**src/rtl/pexc_pkg.sv**
```systemverilog
package pexc_pkg;
  localparam int CAUSE_W = 3;
  typedef enum logic [CAUSE_W-1:0] {
    C_IRQ     = 3'd0,
    C_IFETCH  = 3'd1,
    C_ILLEGAL = 3'd2,
    C_OVF     = 3'd3,
    C_DADDR   = 3'd4
  } cause_e;
  localparam int NSTG = 4;  // fetch, decode, execute, memory
endpackage

```
**src/rtl/pexc_stage.sv**
```systemverilog
module pexc_stage
  import pexc_pkg::*;
#(
  parameter int     PCW  = 32,
  parameter cause_e CODE = C_IFETCH
) (
  input  logic           clk,
  input  logic           rst,
  input  logic           kill,
  input  logic           in_valid,
  input  logic [PCW-1:0] in_pc,
  input  logic           in_exc,
  input  cause_e         in_cause,
  input  logic           raise,
  output logic           valid,
  output logic [PCW-1:0] pc,
  output logic           exc,
  output cause_e         cause
);
  always_ff @(posedge clk) begin
    if (rst || kill) begin
      valid <= 1'b0;
      exc   <= 1'b0;
      pc    <= '0;
      cause <= C_IRQ;
    end else begin
      valid <= in_valid;
      pc    <= in_pc;
      if (in_valid) begin
        // an older flag is kept; this stage's flag only fills an empty slot
        exc   <= in_exc | raise;
        cause <= in_exc ? in_cause : CODE;
      end else begin
        exc   <= 1'b0;
        cause <= C_IRQ;
      end
    end
  end
endmodule

```
**src/rtl/pexc_commit.sv**
```systemverilog
module pexc_commit
  import pexc_pkg::*;
(
  input  logic   m_valid,
  input  logic   m_exc,
  input  cause_e m_cause,
  input  logic   mem_fault,
  input  logic   ext_irq,
  input  logic   irq_en,
  output logic   take,
  output cause_e sel_cause
);
  logic irq_ok;
  always_comb begin
    irq_ok = m_valid && ext_irq && irq_en;
    take   = m_valid && (m_exc || mem_fault || irq_ok);
    if (irq_ok)      sel_cause = C_IRQ;
    else if (m_exc)  sel_cause = m_cause;
    else             sel_cause = C_DADDR;
  end
endmodule

```
**src/rtl/pexc_state.sv**
```systemverilog
module pexc_state
  import pexc_pkg::*;
#(
  parameter int             PCW        = 32,
  parameter logic [PCW-1:0] HANDLER_PC = '0
) (
  input  logic               clk,
  input  logic               rst,
  input  logic               take,
  input  cause_e             sel_cause,
  input  logic [PCW-1:0]     m_pc,
  input  logic               rfe,
  output logic               redirect,
  output logic [PCW-1:0]     redirect_pc,
  output logic               flush,
  output logic               wb_kill,
  output logic [CAUSE_W-1:0] cause,
  output logic [PCW-1:0]     epc,
  output logic               irq_en,
  output logic               kernel_mode
);
  logic prev_kernel;

  always_ff @(posedge clk) begin
    if (rst) begin
      redirect    <= 1'b0;
      redirect_pc <= '0;
      flush       <= 1'b0;
      wb_kill     <= 1'b0;
      cause       <= '0;
      epc         <= '0;
      irq_en      <= 1'b0;
      kernel_mode <= 1'b1;
      prev_kernel <= 1'b0;
    end else begin
      redirect <= take;
      flush    <= take;
      wb_kill  <= take;
      if (take) begin
        redirect_pc <= HANDLER_PC;
        cause       <= sel_cause;
        epc         <= m_pc;
        prev_kernel <= kernel_mode;
        irq_en      <= 1'b0;
        kernel_mode <= 1'b1;
      end else if (rfe) begin
        irq_en      <= 1'b1;
        kernel_mode <= prev_kernel;
      end
    end
  end
endmodule

```
**src/rtl/pexc_ctrl.sv**
```systemverilog
module pexc_ctrl
  import pexc_pkg::*;
#(
  parameter int             PCW        = 32,
  parameter logic [PCW-1:0] HANDLER_PC = 32'h0000_0180
) (
  input  logic               clk,
  input  logic               rst,
  input  logic               if_valid,
  input  logic [PCW-1:0]     if_pc,
  input  logic               if_fault,
  input  logic               id_illegal,
  input  logic               ex_ovf,
  input  logic               mem_fault,
  input  logic               ext_irq,
  input  logic               rfe,
  output logic               redirect,
  output logic [PCW-1:0]     redirect_pc,
  output logic               flush,
  output logic               wb_kill,
  output logic [CAUSE_W-1:0] cause,
  output logic [PCW-1:0]     epc,
  output logic               irq_en,
  output logic               kernel_mode
);
  function automatic cause_e code_of(input int i);
    case (i)
      2:       return C_ILLEGAL;
      3:       return C_OVF;
      default: return C_IFETCH;
    endcase
  endfunction

  logic           s_valid [0:NSTG];
  logic [PCW-1:0] s_pc    [0:NSTG];
  logic           s_exc   [0:NSTG];
  cause_e         s_cause [0:NSTG];
  logic           s_raise [0:NSTG-1];
  logic           take;
  cause_e         sel_cause;
  logic           m_valid;
  logic [PCW-1:0] m_pc;

  assign s_valid[0] = if_valid;
  assign s_pc[0]    = if_pc;
  assign s_exc[0]   = 1'b0;
  assign s_cause[0] = C_IFETCH;
  assign s_raise[0] = if_fault;
  assign s_raise[1] = 1'b0;
  assign s_raise[2] = id_illegal;
  assign s_raise[3] = ex_ovf;
  assign m_valid    = s_valid[NSTG];
  assign m_pc       = s_pc[NSTG];

  for (genvar i = 0; i < NSTG; i++) begin : g_stg
    pexc_stage #(.PCW(PCW), .CODE(code_of(i))) u_stg (
      .clk(clk), .rst(rst), .kill(take),
      .in_valid(s_valid[i]), .in_pc(s_pc[i]), .in_exc(s_exc[i]),
      .in_cause(s_cause[i]), .raise(s_raise[i]),
      .valid(s_valid[i+1]), .pc(s_pc[i+1]), .exc(s_exc[i+1]),
      .cause(s_cause[i+1])
    );
  end

  pexc_commit u_commit (
    .m_valid(m_valid), .m_exc(s_exc[NSTG]), .m_cause(s_cause[NSTG]),
    .mem_fault(mem_fault), .ext_irq(ext_irq), .irq_en(irq_en),
    .take(take), .sel_cause(sel_cause)
  );

  pexc_state #(.PCW(PCW), .HANDLER_PC(HANDLER_PC)) u_state (
    .clk(clk), .rst(rst), .take(take), .sel_cause(sel_cause), .m_pc(m_pc),
    .rfe(rfe), .redirect(redirect), .redirect_pc(redirect_pc),
    .flush(flush), .wb_kill(wb_kill), .cause(cause), .epc(epc),
    .irq_en(irq_en), .kernel_mode(kernel_mode)
  );
endmodule

```
**config.mk**
```make
export PLATFORM = sky130hd
export DESIGN_NAME = pexc_ctrl
export DESIGN_NICKNAME = d
export VERILOG_FILES = /design/src/rtl/pexc_pkg.sv /design/src/rtl/pexc_stage.sv /design/src/rtl/pexc_commit.sv /design/src/rtl/pexc_state.sv /design/src/rtl/pexc_ctrl.sv
export SDC_FILE = /design/constraint.sdc
export NUM_CORES = 1
export LEC_CHECK = 0
export ABC_CLOCK_PERIOD_IN_PS = 1500
export BUFFER_PORTS_ARGS = -buffer_cell sky130_fd_sc_hd__buf_2
export CORE_ASPECT_RATIO = 0.8
export CORE_MARGIN = 3
export CORE_UTILIZATION = 44
export DETAILED_ROUTE_END_ITERATION = 8
export PLACE_DENSITY = 0.67
export SETUP_SLACK_MARGIN = 0.2
export SLEW_MARGIN = 20
export SYNTH_ARGS = -nofsm -noshare
export SYNTH_HDL_FRONTEND = slang
export SYNTH_SLANG_ARGS = --single-unit
```
**constraint.sdc**
```tcl
create_clock -name clk -period 1.5 [get_ports clk]
set_clock_uncertainty 0.05 [all_clocks]
set_input_delay 0.15 -clock clk [delete_from_list [all_inputs] [get_ports clk]]
set_output_delay 0.15 -clock clk [all_outputs]
set_load 0.02 [all_outputs]
```
# Word-level counts from Yosys, hierarchy flattened

Cells that the tools add are included.

Bits in registers: 186
Input bits: 41
Output and inout port bits: 72
Word-level logic and storage cells: 55

Mux-type cells: 6
Bitwise gates (word level): 9
Reductions and logical operators: 14

Operator list:

| operator            | number |
|---|---|
| $reduce_or A2 Y1    | 5 |
| $reduce_or A3 Y1    | 3 |
| $not A1 Y1          | 7 |
| $mux W3             | 2 |
| $mux W2             | 2 |
| $logic_and A1 B1 Y1 | 3 |
| $logic_or A1 B1 Y1  | 3 |
| $mux W1             | 2 |
| $or A1 B1 Y1        | 2 |

# Depth between registers and ports, before layout

Gate-level depths: netlist (run 1).

Depth after elaboration: 6
Depth in mapped cells: 5
Mapped depth without buffers: 3

# Modules after synthesis

From an unflattened synthesis (run 1), not the netlist that was laid out.

Cell total of the unflattened synthesis: 488
Area, all modules: 5904.4 sq um

Modules (own cells, without submodules):

| module                           | times used | cells each | area each (sq um) |
|---|---|---|---|
| pexc_stage at g_stg[0].u_stg ... | 3          | 79         | 1039.7 |
| pexc_state                       | 1          | 162        | 1677.9 |
| pexc_stage at g_stg[3].u_stg     | 1          | 80         | 1052.3 |
| pexc_commit                      | 1          | 7          | 47.5 |
| pexc_ctrl                        | 1          | 2          | 7.5 |

# Worst setup path after synthesis (run 1)

OpenSTA, ideal clock, no wires.

Path kind: register to register
From: register u_state.irq_en
To: register u_state.epc[11]
Setup time: 0.117 ns
Arrival time: 1.326 ns
Data required time: 1.333 ns
Path slack: 0.008 ns
Cell stages (with the launch flop): 6
Period minus slack after synthesis: 1.492 ns
Cell sequence: dfxtp_1 > a211o_1 > and3_1 > buf_2 > buf_2 > a22o_1

Longest elaborated chain between the ends: 3

Ends and longest elaborated chain:

| item                   | line              | text |
|---|---|---|
| from (decl)            | pexc_state.sv:19  | `output logic irq_en,` |
| from (signal assigned) | pexc_state.sv:32  | `irq_en <= 1'b0;` |
| from (signal assigned) | pexc_state.sv:44  | `irq_en <= 1'b0;` |
| from (signal assigned) | pexc_state.sv:47  | `irq_en <= 1'b1;` |
| $logic_and A1 B1 Y1    | pexc_commit.sv:15 | `irq_ok = m_valid && ext_irq && irq_en;` |
| $logic_or A1 B1 Y1     | pexc_commit.sv:16 | `take = m_valid && (m_exc \|\| mem_fault \|\| irq_ok);` |
| $logic_and A1 B1 Y1    | pexc_commit.sv:16 |  |
| to (signal assigned)   | pexc_state.sv:42  | `epc <= m_pc;` |
| to (decl)              | pexc_state.sv:18  | `output logic [PCW-1:0] epc,` |

Every way passes these cells.
A chain may end at the register's enable or synchronous reset.

# Worst setup path in the final report (run 1)

From: register u_state.irq_en
To: register u_state.epc[31]

The elaborated chain is that of the path after synthesis.

==> impl_metrics.yaml, run 1 <==
critical_path:
  startpoint: "u_state.irq_en"
  slowest_stage: "dfxtp_4"
  crit-reg2reg-launch: "u_state.irq_en"
  critical_path_buf_inv_count: 2
  end_kind: "register"
  worstPathCellList: "a211o_1, a21oi_4, buf_8, clkbuf_16, a22o_1"
  worst-setup-path-type: "register to register"
  slowest_delay_ns: 0.34
  cp_data_required_time_ns: 1.81
  crit_cells: 5
  arrival_ns: 1.76
  reg2reg_depth: 5
  start_kind: "register"
  cp_max_fo: 26
  crit_family: "compound AO/OA/AOI/OAI gates"
sta:
  drv_slew: 0
  fmax_mhz: 687
  finalCritPeriodShare: 0.970
  rsz0062_at_grt: "true"
  timing.final.ws_setup_ns: 0.0451
  min_period_ns: 1.45
  hold_viol: 0
  setup_viol: 0
detailed_routing:
  wl_per_cell_um: 12.0
  antenna_left: 0
  vias: 3029
  viasPerCell: 4.20
  drc: 0
  drt_pass1_iterations: 4
  drtIter0Drc: 152
  totalWireLength_um: 8660
worst_hold_path:
  min_delay_path_depth: 3
  min_path_type: "input pin to register"
  hp-start: "ext_irq"
die:
  fp.dieH_um: 104
  initial_core_util: 0.455
  rows: 35
  dieArea_sq_um: 13400
  io_pins: 113
  die_width_um: 129
  core_sq_um: 11600
global_routing:
  grt_pass1_vias: 2816
  track_usage: 0.127
  grt_max_degree: 53
  grt_antenna_before_repair: 0
  grt_pass1_wl_um: 13300
  grt_overflow: 0
clocking:
  cts_sinks: 181
  clkSlewWorstSetupHoldPaths_ns: 0.06
  cts_tree: "yes"
  root_buffer: "clkbuf_16"
  cts_htree_levels: 4
  clock_tree.buffer_depth: 2
  cts-buffers-inserted: 17
  insertion_delay_ns: 0.41
finish:
  final_area_sq_um: 7020
  fillers: 891
  drive_gt1_frac: 0.239
  fin_nets: 602
  diodes: 0
  areaGrowthSynthToFinish_pct: 32.5
  utilization: 0.602
synth:
  syn_inst: 429
  netlist_area_sq_um: 5300
  synth.distinct_cells: 23
  synth_area_per_cell_sq_um: 12.3
  yosysWarnings: 0
  ys_seq_area_frac: 0.684
  synth-seq-cells: 181
pwr:
  internal-power_mw: 8.06
  pwr-share-clk: 0.458
  total_power_mw: 10.0
  seqPwrFrac: 0.495
  leakage_nw: 3.20
  power_switching_mw: 1.98
  p_comb_frac: 0.047
  power_density_nw_per_um2: 1430
  ir_drop_uv: 1300
  switching_share: 0.197
place:
  hpwl_um: 4690
  portBuffers: 82
  dp_slack_ns: 0.0465
  placed_area_sq_um: 5810
  gp_congestion: 0.736
status:
  outcome: "finished clean"
run:
  drv_cap: 0
[routing by layer]
layer | routed length, um | track usage
met5 | 0 | 0
met4 | 97 | 0.0592
met2 | 4020 | 0.201
met1 | 4050 | 0.153
met3 | 486 | 0.0477
[cell usage in the layout, fill, tap and decap left out, drive strengths merged, types with 3 or more instances in the layout]
cell type / count
a21oi: 3
a22o: 35
and2: 133
and3: 5
buf: 98
bufinv: 4
clkbuf: 24
clkinv: 3
clkinvlp: 3
conb: 30
dfxtp: 181
dlygate4sd3: 38
[cell families (layout without fill, tap and decap cells)]
| logic type | Yosys count | count (layout) | share of synthesized area |
|---|---|---|---|
| multiplexers | 1 | 1 | 0.00189 |
| flip-flops | 181 | 181 | 0.684 |
| buffers and inverters | 57 | 172 | 0.0699 |
| AND/OR/NAND/NOR | 144 | 144 | 0.171 |
| AO/OA/AOI/OAI | 45 | 45 | 0.0725 |
| other | 1 | 30 | 0.000708 |
[power groups by stage]
stage / Clock (mW) / Sequential [mW] / Combinational, mW
2_1_floorplan: 0 / 5.08 / 0.280
3_3_place_gp: 0 / 5.08 / 0.334
3_5_place_dp: 0 / 5.08 / 0.342
4_1_cts: 4.71 / 4.97 / 0.428
5_1_grt: 4.91 / 4.98 / 0.514
6_report: 4.60 / 4.97 / 0.467
[what timing repair did]
action,CTS,global route
pin swaps,0,2
setup endpoints to repair,178,178
hold buffers,38,0
resized for setup,5,4
setup buffers,1,1
hold endpoints to repair,39,0
gates cloned,2,4
[Yosys cell counts (all sizes together)]
cell	count	area share
and3b	1	0.0017
o21a	1	0.0014
mux2i	1	0.0019
dfxtp	181	0.68
inv	1	0.00071
a21oi	3	0.0035
a211oi	1	0.0014
a22o	35	0.058
nand2b	2	0.0024
clkbuf	13	0.012
a21o	2	0.0028
and4	1	0.0017
buf	43	0.057
a211o	1	0.0017
nand2	1	0.00071
and2	133	0.16
nand3b	1	0.0014
conb	1	0.00071
o211a	2	0.0038
and3	5	0.0059
[path summary, 6_finish.rpt]
check,end,slack [ns]
max,u_state.epc[31],0.05
min,u_state.cause[2],0.02
max reg2reg,u_state.epc[31],0.05
min reg2reg,g_stg[2].u_stg.pc[6],0.37
[worst min-delay path: stages]
cell,delay (ns)
buf_2,0.10
a21o_1,0.11
a211oi_1,0.06
[per-stage QoR]
step / hold slack, ns / setup TNS (ns) / cells
floorplan: 0.173 / 0 / 458
global placement: 0.299 / 0 / 644
detailed placement: 0.301 / 0 / 644
CTS: 0.00101 / 0 / 716
global route: 0.0261 / -0.158 / 721
finish: 0.0175 / 0 / 721
[cell type report]
type / count / area, sq um / area share
Tap cell: 148 / 185 / 0.0264
Clock inverter: 11 / 175 / 0.0250
Timing Repair Buffer: 140 / 1140 / 0.163
Multi-Input combinational cell: 220 / 1430 / 0.204
Inverter: 1 / 3.75 / 0.000535
Clock buffer: 20 / 457 / 0.0651
Sequential cell: 181 / 3630 / 0.517
[registers in the layout (all words and copies together) (netlist names)]
signal               cells
g_stg.u_stg.pc         128
u_state.epc             32
g_stg.u_stg.cause        6
g_stg.u_stg.exc          4
g_stg.u_stg.valid        3
u_state.cause            3
u_state.flush            1
u_state.irq_en           1
u_state.kernel_mode      1
u_state.prev_kernel      1
u_state.redirect_pc      1
(Power assumes the default switching activity.)
==> run 2, diff against run 1 <==
--- a/config.mk
+++ b/config.mk
@@ -11,9 +11,10 @@
 export CORE_MARGIN = 3
 export CORE_UTILIZATION = 44
 export DETAILED_ROUTE_END_ITERATION = 8
-export PLACE_DENSITY = 0.67
+export PLACE_DENSITY = 0.66
 export SETUP_SLACK_MARGIN = 0.2
 export SLEW_MARGIN = 20
 export SYNTH_ARGS = -nofsm -noshare
 export SYNTH_HDL_FRONTEND = slang
+export SYNTH_HIERARCHICAL = 1
 export SYNTH_SLANG_ARGS = --single-unit
==> run 2 against run 1 <==
Against the previous run:
- sequential share of layout area decreased by 1.9 points
- clock power decreased by 2%
- combinational power increased by 5.6%
- global-route usage rose by 0.19 points
- count of clock-buffer cells in the layout unchanged
- hold slack gained 0.022 ns
- utilization down 2.1 points
- die area up 11%
- setup slack improved by 0.046 ns
- critical path type unchanged
- largest cell class unchanged
- largest power group unchanged
==> impl_metrics.yaml, run 2 <==
status:
  outcome: "finished clean"
synth:
  syn_inst: 488
  yosysMostFrequentCell: "dfxtp_1"
  synth.top_cells.by_count: "dfxtp_1, and2_1, nor2_1, mux2i_1, buf_4"
  synth_edf_count: 0
  synth.distinct_cells: 25
  yosysTopAreaCell: "dfxtp_1"
  yosysWarnings: 6
  synth-seq-cells: 188
  async_flop_share: 0
  synth_top_area_share: 0.637
  ys_seq_area_frac: 0.637
  netlist_area_sq_um: 5900
  synth_area_leaders: "dfxtp_1, and2_1, mux2i_1, buf_4, and2_2"
  synth_area_per_cell_sq_um: 12.1
  synth_ff_type: "dfxtp_1"
pwr:
  ir_drop_uv: 734
  switching_share: 0.203
  power_switching_mw: 2.07
  pwr-share-clk: 0.444
  seqPwrFrac: 0.507
  internal-power_mw: 8.11
  leakage_nw: 3.31
  p_comb_frac: 0.048
  power_density_nw_per_um2: 1350
run:
  drv_cap: 0
detailed_routing:
  totalWireLength_um: 9440
  top_layer: "met4"
  met1Wirelength_um: 4450
  vias: 3314
  routed-wl-met3_um: 522
  antenna_left: 0
  viasPerCell: 4.05
  drtIter0Drc: 88
  met2WireLength_um: 4400
  wl_per_cell_um: 11.5
  drt_pass1_iterations: 4
  drc: 0
critical_path:
  cp_max_fo: 16
  worst-setup-path-type: "register to register"
  reg2reg_depth: 6
  end_kind: "register"
  arrival_ns: 1.71
  cp_data_required_time_ns: 1.80
  start_kind: "register"
finish:
  reg.largest.list: "g_stg.u_stg/pc (128), u_state/epc (32), g_stg.u_stg/cause (12)"
  regMostFlops: "g_stg.u_stg/pc"
  diodes: 0
  areaGrowthSynthToFinish_pct: 28.2
  largest_reg_flops: 128
  fin_nets: 671
  multiInputGateArea_sq_um: 1840
  utilization: 0.582
  regArea_sq_um: 3770
  final_cells: 818
  fillers: 1075
  final_common_cell: "dfxtp_1"
  final_area_sq_um: 7570
  drive_gt1_frac: 0.291
  final_cell_mix: "dfxtp_1, and2_1, buf_2, conb_1, nor2_1"
sta:
  hold_ws_ns: 0.0391
  drv_slew: 0
  finalCritPeriodShare: 0.939
  min_period_ns: 1.41
  hold_viol: 0
  setup_viol: 0
  rsz0062_at_grt: "true"
  fmax_mhz: 710
worst_hold_path:
  min_delay_path_depth: 2
  min_path_type: "input pin to register"
place:
  dp_cells: 741
  hpwl_um: 6130
  placed_area_sq_um: 6440
  gp_congestion: 0.704
  portBuffers: 82
global_routing:
  grt_overflow: 0
  grt_pass1_wl_um: 14700
  grt_antenna_before_repair: 0
  grt_max_degree: 33
  track_usage: 0.129
  grt_pass1_vias: 3060
die:
  io_pins: 113
  initial_core_util: 0.454
  core_sq_um: 13000
  rows: 37
  dieArea_sq_um: 14900
  fp.dieH_um: 110
  die_width_um: 136
clocking:
  clkSlewWorstSetupHoldPaths_ns: 0.06
  root_buffer: "clkbuf_16"
  insertion_delay_ns: 0.41
  cts_tree: "yes"
  clock_tree.buffer_depth: 2
  cts-buffers-inserted: 17
  cts_sinks: 188
  cts_htree_levels: 4
run 2: changes by cell type after synthesis, moves of 6 or more:
cell,before,now
buf_6,0,10
a22o_1,35,0
mux2i_1,1,37
buf_2,8,2
nor2_1,0,38
and2_1,133,100
clkbuf_2,12,3
dfxtp_1,181,188
and2_2,0,28
run 2: layout make-up:
class / count / area share
Sequential cell: 188 / 0.498
Timing Repair Buffer: 142 / 0.145
Clock inverter: 12 / 0.0212
Inverter: 6 / 0.00298
Multi-Input combinational cell: 275 / 0.243
Clock buffer: 20 / 0.0603
Tap cell: 175 / 0.0289
run 2: stage by stage:
stage | setup WS, ns | setup TNS (ns) | total power, mW
2_1_floorplan | -0.166 | -4.03 | 5.60
3_3_place_gp | 0.0220 | 0 | 5.67
3_5_place_dp | -0.0500 | -0.530 | 5.67
4_1_cts | 0.0914 | 0 | 10.3
5_1_grt | 0.00198 | 0 | 10.6
6_report | 0.0908 | 0 | 10.2
run 2: worst paths after layout:
check / startpoint / endpoint / slack, ns
min reg2reg: g_stg[2].u_stg/pc[21] / g_stg[3].u_stg/pc[21] / 0.37
max: u_state/irq_en / g_stg[0].u_stg/pc[9] / 0.09
max reg2reg: u_state/irq_en / g_stg[0].u_stg/pc[9] / 0.09
min: rst / u_state/epc[3] / 0.04
run 2: repair_timing:
item                                    4_1_cts  5_1_grt
resized for setup                             8        7
setup buffers                                 5        2
endpoints found under the setup margin      145      182
pin swaps                                     5        4
endpoints found under the hold margin        38        0
gates cloned                                  0        1
hold buffers                                 37        0
run 2: cells by family after synthesis:
kind of cell | count (synthesis) | synth area share
AND/OR/NAND/NOR | 188 | 0.201
AO/OA/AOI/OAI | 12 | 0.0172
multiplexers | 37 | 0.0627
flip-flops | 188 | 0.637
buffers and inverters | 60 | 0.0797
other | 3 | 0.00191
run 2: metal layers:
metal,vias up,GRT usage
met5,-,0
met4,0,0.0475
met3,6,0.0508
met2,70,0.205
met1,1497,0.160
li1,1741,-
run 2: worst max-delay path, cell delays in order, from the launching register on:
cell and delay (ns):
dfxtp_4 0.35, a211oi_4 0.24, nor2b_4 0.11, buf_12 0.15, nor2_4 0.14, clkbuf_16 0.19, and2_1 0.12
run 2: power groups by stage:
stage / clock network [mW] / registers [mW] / logic (mW)
floorplan: 0 / 5.27 / 0.325
global placement: 0 / 5.28 / 0.390
detailed placement: 0 / 5.28 / 0.396
CTS: 4.65 / 5.16 / 0.475
global route: 4.85 / 5.17 / 0.542
finish: 4.53 / 5.16 / 0.493
